[src/rtl/ontime_pkg.sv]
package ontime_pkg;

  // Two-digit BCD encoding of a small integer (0..99).
  function automatic logic [7:0] bcd2_of(input int unsigned n);
    return {4'((n / 10) % 10), 4'(n % 10)};
  endfunction

  // Next value of a two-digit BCD counter that wraps after modv-1.
  function automatic logic [7:0] bcd2_step(input logic [7:0] v, input int unsigned modv);
    if (v == bcd2_of(modv - 1)) return 8'h00;
    if (v[3:0] == 4'd9) return {v[7:4] + 4'd1, 4'd0};
    return {v[7:4], v[3:0] + 4'd1};
  endfunction

  // Next value of one BCD digit.
  function automatic logic [3:0] bcd1_step(input logic [3:0] d);
    return (d == 4'd9) ? 4'd0 : d + 4'd1;
  endfunction

endpackage

[src/rtl/ontime_bcd_pair.sv]
module ontime_bcd_pair
  import ontime_pkg::*;
#(
  parameter int unsigned MODV = 60
) (
  input  logic       clk,
  input  logic       rst,
  input  logic       step,
  output logic [7:0] val,
  output logic       wrap
);
  localparam logic [7:0] LAST = bcd2_of(MODV - 1);

  logic [7:0] val_q;

  always_ff @(posedge clk) begin
    if (rst)       val_q <= 8'h00;
    else if (step) val_q <= bcd2_step(val_q, MODV);
  end

  assign val  = val_q;
  assign wrap = step && (val_q == LAST);


  digit_range_chk: assert property (@(posedge clk) disable iff (rst)
    (val_q[3:0] <= 4'd9) && (val_q <= LAST));


  hold_chk: assert property (@(posedge clk) disable iff (rst)
    !step |=> $stable(val_q));


  wrap_zero_chk: assert property (@(posedge clk) disable iff (rst)
    wrap |=> (val_q == 8'h00));

endmodule

[src/rtl/ontime_day_cnt.sv]
module ontime_day_cnt
  import ontime_pkg::*;
#(
  parameter int unsigned DIGITS = 4
) (
  input  logic                  clk,
  input  logic                  rst,
  input  logic                  step,
  output logic [4*DIGITS-1:0]   digits,
  output logic [DIGITS-1:0]     show,
  output logic                  sat
);
  logic [DIGITS-1:0][3:0] dig_q;
  logic [DIGITS:0]        carry;
  logic [DIGITS:0]        nz_above;
  logic [DIGITS-1:0]      is_nine;

  assign carry[0]         = step && !sat;
  assign nz_above[DIGITS] = 1'b0;

  for (genvar i = 0; i < DIGITS; i++) begin : g_digit
    always_ff @(posedge clk) begin
      if (rst)           dig_q[i] <= 4'd0;
      else if (carry[i]) dig_q[i] <= bcd1_step(dig_q[i]);
    end
    assign is_nine[i]   = (dig_q[i] == 4'd9);
    assign carry[i+1]   = carry[i] && is_nine[i];
    assign nz_above[i]  = (dig_q[i] != 4'd0) || nz_above[i+1];
    assign show[i]      = (i == 0) ? 1'b1 : nz_above[i];
    assign digits[4*i +: 4] = dig_q[i];
  end

  assign sat = &is_nine;


  day_sat_chk: assert property (@(posedge clk) disable iff (rst)
    sat |=> (sat && $stable(dig_q)));


  low_digit_on_chk: assert property (@(posedge clk) disable iff (rst)
    show[0]);


  day_hold_chk: assert property (@(posedge clk) disable iff (rst)
    !step |=> $stable(dig_q));

endmodule

[src/rtl/ontime_fmt.sv]
module ontime_fmt (
  input  logic [7:0]  sec,
  input  logic [7:0]  mins,
  input  logic [7:0]  hrs,
  output logic [15:0] time_bcd,
  output logic        hm_mode,
  output logic        left_tens_on
);
  logic [7:0] left_pair;
  logic [7:0] right_pair;

  always_comb begin
    hm_mode      = (hrs != 8'h00);
    left_pair    = hm_mode ? hrs  : mins;
    right_pair   = hm_mode ? mins : sec;
    time_bcd     = {left_pair, right_pair};
    left_tens_on = (left_pair[7:4] != 4'd0);
  end

endmodule

[src/rtl/ontime_disp_top.sv]
module ontime_disp_top #(
  parameter int unsigned SEC_MOD    = 60,
  parameter int unsigned MIN_MOD    = 60,
  parameter int unsigned HR_MOD     = 24,
  parameter int unsigned DAY_DIGITS = 4
) (
  input  logic                    clk,
  input  logic                    rst,
  input  logic                    tick_1s,
  output logic [15:0]             time_bcd,
  output logic                    hm_mode,
  output logic                    left_tens_on,
  output logic [4*DAY_DIGITS-1:0] day_bcd,
  output logic [DAY_DIGITS-1:0]   day_digit_on
);
  logic [7:0] sec_q, min_q, hr_q;
  logic       sec_wrap, min_wrap, day_roll, day_sat;

  ontime_bcd_pair #(.MODV(SEC_MOD)) sec_i (
    .clk(clk), .rst(rst), .step(tick_1s),  .val(sec_q), .wrap(sec_wrap));
  ontime_bcd_pair #(.MODV(MIN_MOD)) min_i (
    .clk(clk), .rst(rst), .step(sec_wrap), .val(min_q), .wrap(min_wrap));
  ontime_bcd_pair #(.MODV(HR_MOD))  hr_i  (
    .clk(clk), .rst(rst), .step(min_wrap), .val(hr_q),  .wrap(day_roll));

  ontime_day_cnt #(.DIGITS(DAY_DIGITS)) day_i (
    .clk(clk), .rst(rst), .step(day_roll),
    .digits(day_bcd), .show(day_digit_on), .sat(day_sat));

  ontime_fmt fmt_i (
    .sec(sec_q), .mins(min_q), .hrs(hr_q),
    .time_bcd(time_bcd), .hm_mode(hm_mode), .left_tens_on(left_tens_on));


  day_roll_chk: assert property (@(posedge clk) disable iff (rst)
    day_roll |=> (time_bcd == 16'h0000) && !hm_mode);


  hm_enter_chk: assert property (@(posedge clk) disable iff (rst)
    $rose(hm_mode) |-> (time_bcd == 16'h0100));


  ms_blank_chk: assert property (@(posedge clk) disable iff (rst)
    (!hm_mode && (min_q[7:4] == 4'd0)) |-> !left_tens_on);


  tick_visible_chk: assert property (@(posedge clk) disable iff (rst)
    tick_1s |=> (sec_q != $past(sec_q)));


  reset_clear_chk: assert property (@(posedge clk)
    rst |=> (time_bcd == 16'h0000) && !hm_mode && (day_bcd == '0));


  sat_roll_chk: assert property (@(posedge clk) disable iff (rst)
    (day_sat && day_roll) |=> $stable(day_bcd));

endmodule

[config.mk]
export PLATFORM = sky130hd
export DESIGN_NAME = ontime_disp_top
export DESIGN_NICKNAME = d
export VERILOG_FILES = /design/src/rtl/ontime_pkg.sv /design/src/rtl/ontime_bcd_pair.sv /design/src/rtl/ontime_day_cnt.sv /design/src/rtl/ontime_fmt.sv /design/src/rtl/ontime_disp_top.sv
export SDC_FILE = /design/constraint.sdc
export NUM_CORES = 1
export LEC_CHECK = 0
export BUFFER_PORTS_ARGS = -buffer_cell sky130_fd_sc_hd__buf_2
export CAP_MARGIN = 20
export CORE_UTILIZATION = 36
export CTS_CLUSTER_SIZE = 12
export DETAILED_ROUTE_END_ITERATION = 10
export SLEW_MARGIN = 10
export SYNTH_ARGS = -nofsm -noshare
export SYNTH_HDL_FRONTEND = slang
export SYNTH_SLANG_ARGS = --single-unit
export TNS_END_PERCENT = 30
[constraint.sdc]
create_clock -name clk -period 2.9 [get_ports clk]
set_clock_uncertainty 0.05 [all_clocks]
set_input_delay 0.145 -clock clk [delete_from_list [all_inputs] [get_ports clk]]
set_output_delay 0.145 -clock clk [all_outputs]
set_load 0.02 [all_outputs]
==> results of run 1 <==
[kinds of logic after synthesis]
group	count (synthesis)
xor+xnor	11
fa+ha+maj	14
flops	40
buf+inv	33
compound gates	58
other cells	1
mux	11
simple gates	128
[worst min-delay path, stage by stage]
cell     delay (ns)
buf_2          0.19
mux2i_1        0.10
nor2_1         0.07
[layout make-up]
type	instances	area (um^2)
Sequential cell	40	800.8
Inverter	20	75.07
Tap cell	77	96.34
Clock buffer	7	96.34
Fill cell	673	3670
Multi-Input combinational cell	223	1503
Timing Repair Buffer	42	217.7
[stage by stage]
stage               total power, mW  hold slack, ns  util [%]  instances  area, um^2
global placement             0.6020          0.4261     41.69        402        2693
CTS                           1.009          0.1953     43.18        409        2789
floorplan                    0.5948          0.4077         -        296        2437
global route                  1.030          0.2125     43.18        409        2789
detailed placement           0.6030          0.4285     41.69        402        2693
finish                       0.9909          0.2000     43.18        409        2789
[synth_stat cells (2+ instances only)]
| master | number | area share, % |
|---|---|---|
| a21o_1 | 6 | 1.8 |
| a21oi_1 | 22 | 4.5 |
| and2_1 | 3 | 0.77 |
| and3_1 | 3 | 0.77 |
| and3b_1 | 2 | 0.72 |
| and3b_4 | 2 | 1.0 |
| buf_2 | 4 | 0.82 |
| clkbuf_1 | 6 | 0.92 |
| dfxtp_1 | 40 | 33 |
| ha_1 | 14 | 7.2 |
| inv_1 | 20 | 3.1 |
| mux2_2 | 6 | 2.8 |
| mux2i_1 | 5 | 2.1 |
| nand2_1 | 25 | 3.9 |
| nand3_1 | 15 | 3.1 |
| nand3b_1 | 4 | 1.2 |
| nand4_1 | 4 | 1.0 |
| nor2_1 | 28 | 4.3 |
| nor3_1 | 10 | 2.1 |
| nor3b_1 | 2 | 0.62 |
| nor4_1 | 9 | 2.3 |
| nor4_4 | 2 | 1.7 |
| nor4bb_1 | 2 | 0.82 |
| o2111ai_1 | 2 | 0.72 |
| o21ai_0 | 19 | 3.9 |
| or3_1 | 3 | 0.77 |
| or4_1 | 4 | 1.2 |
| xnor2_1 | 6 | 2.2 |
| xor2_1 | 5 | 1.8 |
[power by group through the flow]
stage | sequential (mW) | clock, mW | combinational, mW
2_1_floorplan | 0.567 | 0 | 0.0274
3_3_place_gp | 0.568 | 0 | 0.0340
3_5_place_dp | 0.568 | 0 | 0.0346
4_1_cts | 0.555 | 0.419 | 0.0347
5_1_grt | 0.556 | 0.437 | 0.0372
6_report | 0.555 | 0.402 | 0.0338
[routing by layer]
| layer | track usage [%] | share of wire (%) |
|---|---|---|
| met2 | 26.08 | 46 |
| met4 | 4.232 | 0.52 |
| met1 | 21.57 | 51 |
| met5 | 0 | 0 |
| met3 | 2.753 | 3.1 |
[registers in the layout, summed over array words and instances, names as in the netlist]
register      count
day_i.digits     16
hr_i.val          8
min_i.val         8
sec_i.val         8
[final timing paths]
kind | startpoint | endpoint | slack, ns | cells past startpoint
min reg2reg | hr_i.val[4] | hr_i.val[4] | 0.44 | 2
max | hr_i.val[3] | left_tens_on | 0.43 | 5
max reg2reg | sec_i.val[0] | day_i.digits[7] | 0.65 | 6
min | tick_1s | sec_i.val[0] | 0.20 | 3
[cells in the final DEF (no fill, tap or decap), types with 3 or more instances in the layout]
cell type	instances
xnor2_1	6
mux2_2	6
xor2_1	5
nor4_1	9
and2_1	3
clkbuf_8	7
nand2_1	25
nor2_1	28
or3_1	3
a21o_1	6
or4_1	4
o21ai_0	19
and3_1	3
ha_1	14
inv_1	20
mux2i_1	5
buf_2	39
a21oi_1	22
nor3_1	10
buf_4	3
nand3_1	15
nand3b_1	4
nand4_1	4
dfxtp_1	40
==> metrics.txt, run 1 <==
status finished, violations left; violated checks design-rule violations; Total Routing Usage GR 15.90%; crit-path max FO 9; critical path buffer and inverter count 1; Routed Antenna Nets 0; setup repair bufs after CTS 0; # DRC 9; Clock Sink Count 40; net switching power figure 217.3 uW; CTS tree yes; CP Capture Type primary output; I/O pins 41; Crit Path Class reg -> out; wire per inst 13.67 um; initial core utilization 37.74%; RD Place Congestion 0.7832; Die H 84.28 um; crit share post-route 85.23%; root buffer cell clkbuf_8; first-pass GRT wire length 9177 um; clock slew at reported path FFs 0.08 ns; CP max stage delay 0.55 ns; Post-synth EDFFs 0; Post-Syn Instances 296; final hold vios 0; diode count 0; setup ws final 0.4283 ns; top_reg_cell synth dfxtp_1; post-synthesis simple-gate area fraction 31.57%; Clk pwr share 40.5%; antenna violations before repair 0; Final Setup Violations 0; Static Leak 1.248 nW; Hold Path Class in -> reg; Rel. slew slack 56.34%; synth-to-layout area growth 14.42%; WL final 5589 um; TNS Setup 0 ns; sequential area share after synthesis 32.85%; largest net degree at the start of global routing 36; largest family of logic cells by synthesized area simple AND/OR/NAND/NOR gates; Slew Viols, Final 0; post-synth cell types 52; flops & latches, synth 40; crit-path leading delay family simple AND/OR/NAND/NOR gates; die width 84.28 um; layout cell share with drive strength beyond 1 19.88%; pre-CTS setup slack 0.6625 ns; HPWL after detailed placement 4088 um; Core Region 6459 um^2; Slowest-stage cell, CP or4_1; WP data arrival 2.28 ns; post-synthesis mux area share 4.825%; power per cell area 355.3 nW/um^2; clk_lat worst skew 0.29 ns; via count 2125; FP Rows 29; Comb power frac 3.4%; RSZ-0062 raised after global routing false; number of global-route vias before repair 1921; peak supply drop 0.0002210 V; die area 7103 um^2; total gr overflow 0; Max clock buf depth 2; Yosys warnings 0; Synth Area in Compound Gates 13.96%; Slew @ Worst Pin 0.6549 ns; Final min period 2.472 ns; Via density 5.196; cells along the critical path nor4_4 > and3_1 > o21ai_0 > or4_1 > buf_2; DR pass1 iterations 7; Avg Inst Size Synth 8.234 um^2; synthesized area 2437 um^2; syn nets 313; switching part of the total power 21.93%; # Max-Cap Violations 0; post-synthesis xor/xnor area fraction 3.953%; Synth Area in Adders 7.187%; CP Launch Type register; Async SR Flop Fraction 0%; Critical Path RT 2.71 ns; Num CTS Buffers 5; nets@finish 349; 1st-iter DRT viols 100; CTS resizes 0; CTS HTree Levels 2; # hold bufs at CTS 0; Flop pwr share 56.1%; Max Clock Freq 0.4046 GHz; Port Buffer Count 39; cell-internal power 773.6 uW
Power figures use the tool's default switching activity.
==> run 2: changes to the inputs <==
--- a/config.mk
+++ b/config.mk
@@ -5,6 +5,7 @@
 export SDC_FILE = /design/constraint.sdc
 export NUM_CORES = 1
 export LEC_CHECK = 0
+export ABC_AREA = 1
 export BUFFER_PORTS_ARGS = -buffer_cell sky130_fd_sc_hd__buf_2
 export CAP_MARGIN = 20
 export CORE_UTILIZATION = 36
==> run 2 against run 1 <==
- the run now ends clean
- routed wire length rose by 0.14%
- die area increased by 0.86%
- total power is 0.92% higher
- flip-flop and latch count is the same
- worst hold slack worse by 0.074 ns
- combinational power rose by 5.9%
- count of clock-buffer cells in the layout unchanged
- clock power is 2% higher
- register-to-register slack better by 0.05 ns
- setup slack worse by 0.045 ns
- sequential power about the same
- non-clock buffer count down 2
- largest power group unchanged
==> metrics.txt, run 2 <==
Die H 84.64 um (was 84.28 um); root buffer cell clkbuf_8 (unchanged); met3 wire len 242 um (was 173 um); Total Routing Usage GR 16.64% (was 15.90%); Slew @ Worst Pin 0.7452 ns (was 0.6549 ns); leading cell types by count after synthesis 72 x nand2_1, 45 x inv_1, 40 x dfxtp_1 (was 40 x dfxtp_1, 28 x nor2_1, 25 x nand2_1); Final min period 2.516 ns (was 2.472 ns); sequential area share after synthesis 32.57% (was 32.85%); peak supply drop 0.0001870 V (was 0.0002210 V); 1st-iter DRT viols 89 (was 100); DR top layer met4 (unchanged); Via density 5.045 (was 5.196); setup repair bufs after CTS 0 (unchanged); most common cell after layout, fill and taps aside nand2_1 (was dfxtp_1); cell-internal power 773.2 uW (was 773.6 uW); CP max stage delay 0.59 ns (was 0.55 ns); Clk pwr share 41.1% (was 40.5%); area leader, netlist dfxtp_1 (unchanged); Clock Sink Count 40 (unchanged); diode count 0 (unchanged); initial core utilization 38.07% (was 37.74%); clock slew at reported path FFs 0.08 ns (about the same); Yosys top cell area share 32.57% (was 32.85%); die area 7164 um^2 (was 7103 um^2); synth-to-layout area growth 14.25% (was 14.42%); WL final 5597 um (was 5589 um); Comb power frac 3.6% (was 3.4%); Yosys warnings 0 (unchanged); Hold Path Class in -> reg (unchanged); FP Rows 29 (unchanged); syn nets 371 (was 313); filler instances 687 (was 673); wire per inst 11.91 um (was 13.67 um); crit-path max FO 21 (was 9); first-pass GRT wire length 9653 um (was 9177 um); Critical Path RT 2.71 ns (about the same); nets@finish 410 (was 349); Avg Inst Size Synth 6.945 um^2 (was 8.234 um^2); Port Buffer Count 39 (unchanged); Routed Antenna Nets 0 (unchanged); # Max-Cap Violations 0 (unchanged); RSZ-0062 raised after global routing false (unchanged); cells along the critical path inv_1 > ha_1 > nand4_1 > o21ai_0 > nor2_1 > nand3_1 > buf_2 (was nor4_4 > and3_1 > o21ai_0 > or4_1 > buf_2); # DRC 0 (was 9); top_reg_cell synth dfxtp_1 (unchanged); CP Launch Type register (unchanged); Max Clock Freq 0.3974 GHz (was 0.4046 GHz); CP Capture Type primary output (unchanged); total gr overflow 0 (unchanged); Max clock buf depth 2 (unchanged); Rel. slew slack 50.17% (was 56.34%); net switching power figure 226.8 uW (was 217.3 uW); synthesized area 2459 um^2 (was 2437 um^2); Slew Viols, Final 0 (unchanged); final hold vios 0 (unchanged); Static Leak 1.272 nW (was 1.248 nW); TNS Setup 0 ns (unchanged); wire length on met2 2484 um (was 2545 um); RD Place Congestion 0.8060 (was 0.7832); power per cell area 356.0 nW/um^2 (was 355.3 nW/um^2); HPWL after detailed placement 4175 um (was 4088 um); crit share post-route 86.77% (was 85.23%); Largest register FFs 16 (unchanged); Slowest-stage cell, CP nand4_1 (was or4_1); top post-synthesis cells by area dfxtp_1 33%, nand2_1 11%, ha_1 7.1% (was dfxtp_1 33%, ha_1 7.2%, a21oi_1 4.5%); Flop pwr share 55.3% (was 56.1%); met1 WL 2793 um (was 2840 um); layout cell share with drive strength beyond 1 18.32% (was 19.88%); post-synth cell types 36 (was 52); DR pass1 iterations 6 (was 7); I/O pins 41 (unchanged); die width 84.64 um (was 84.28 um); Post-Syn Instances 354 (was 296); flops & latches, synth 40 (unchanged); Crit Path Class reg -> out (unchanged); Final Setup Violations 0 (unchanged); commonest non-fill, non-tap cells in the layout 72 x nand2_1, 45 x inv_1, 40 x dfxtp_1 (was 40 x dfxtp_1, 39 x buf_2, 28 x nor2_1); Hold Slack 0.1265 ns (was 0.2000 ns); # hold bufs at CTS 0 (unchanged); crit-path leading delay family simple AND/OR/NAND/NOR gates (unchanged); number of global-route vias before repair 2201 (was 1921); status completed (was finished, violations left); CTS HTree Levels 2 (unchanged); Finished Core Util 43.49% (was 43.18%); CTS tree yes (unchanged); CTS resizes 0 (unchanged); Num CTS Buffers 5 (unchanged); clk_lat worst skew 0.30 ns (was 0.29 ns); antenna violations before repair 0 (unchanged); WP data arrival 2.32 ns (was 2.28 ns); critical path buffer and inverter count 2 (was 1); switching part of the total power 22.68% (was 21.93%); most frequent cell after synthesis nand2_1 (was dfxtp_1); via count 2371 (was 2125); Post-synth EDFFs 0 (unchanged); largest net degree at the start of global routing 22 (was 36); Core Region 6459 um^2 (unchanged); Async SR Flop Fraction 0% (unchanged)
==> run 2: logic make-up (layout without fill, tap and decap cells) <==
family                     count (synthesis)  count (layout)  synth area share [%]
and+or+nand+nor                          170             170                 34.15
buffers and inverters                     61             100                 9.924
AOI/OAI and AO/OA                         58              58                 12.52
DFF                                       40              40                 32.57
adders and majority gates                 14              14                 7.125
xor gates and xnor gates                  10              10                 3.563
other                                      1               1                0.1525
==> run 2: per-layer routing <==
metal / track usage, % / up-vias
li1: - / 1226
met1: 21.45 / 1080
met2: 27.49 / 56
met3: 3.147 / 9
met4: 6.471 / 0
met5: 0 / -
==> run 2: final cells by class <==
class / instances / area (um^2) / share of cell area [%]
Timing Repair Buffer: 40 / 202.7 / 7.216
Multi-Input combinational cell: 253 / 1414 / 50.33
Sequential cell: 40 / 800.8 / 28.51
Inverter: 53 / 198.9 / 7.082
Tap cell: 77 / 96.34 / 3.430
Clock buffer: 7 / 96.34 / 3.430
==> run 2: worst reg2reg max path: cells and delay by family, from the launching register on <==
kind,cells,cell delay [ns]
and+or+nand+nor,6,1.33
DFF,1,0.33
adders and majority gates,1,0.17
buffers and inverters,1,0.14
AOI/OAI and AO/OA,1,0.06
==> run 2: power by group through the flow <==
stage | sequential, mW | combinational (mW) | clock, mW
6_report | 0.553 | 0.0358 | 0.411
5_1_grt | 0.553 | 0.0403 | 0.447
4_1_cts | 0.553 | 0.0362 | 0.425
3_5_place_dp | 0.566 | 0.0361 | 0
3_3_place_gp | 0.566 | 0.0362 | 0
2_1_floorplan | 0.566 | 0.0265 | 0
==> run 2: final timing paths <==
check	startpoint	to	slack, ns	cells past startpoint
max	hr_i.val[0]	left_tens_on	0.38	7
min	tick_1s	sec_i.val[0]	0.13	3
max reg2reg	min_i.val[1]	day_i.digits[9]	0.70	9
min reg2reg	day_i.digits[10]	day_i.digits[10]	0.45	2
==> run 2: through the flow <==
stage	total power, mW	setup WS, ns	instance area [um^2]	cells
2_1_floorplan	0.5921	0.9887	2459	354
3_3_place_gp	0.6021	0.7235	2713	463
3_5_place_dp	0.6022	0.7208	2713	463
4_1_cts	1.015	0.3986	2809	470
5_1_grt	1.041	0.1307	2809	470
6_report	1.000	0.3836	2809	470
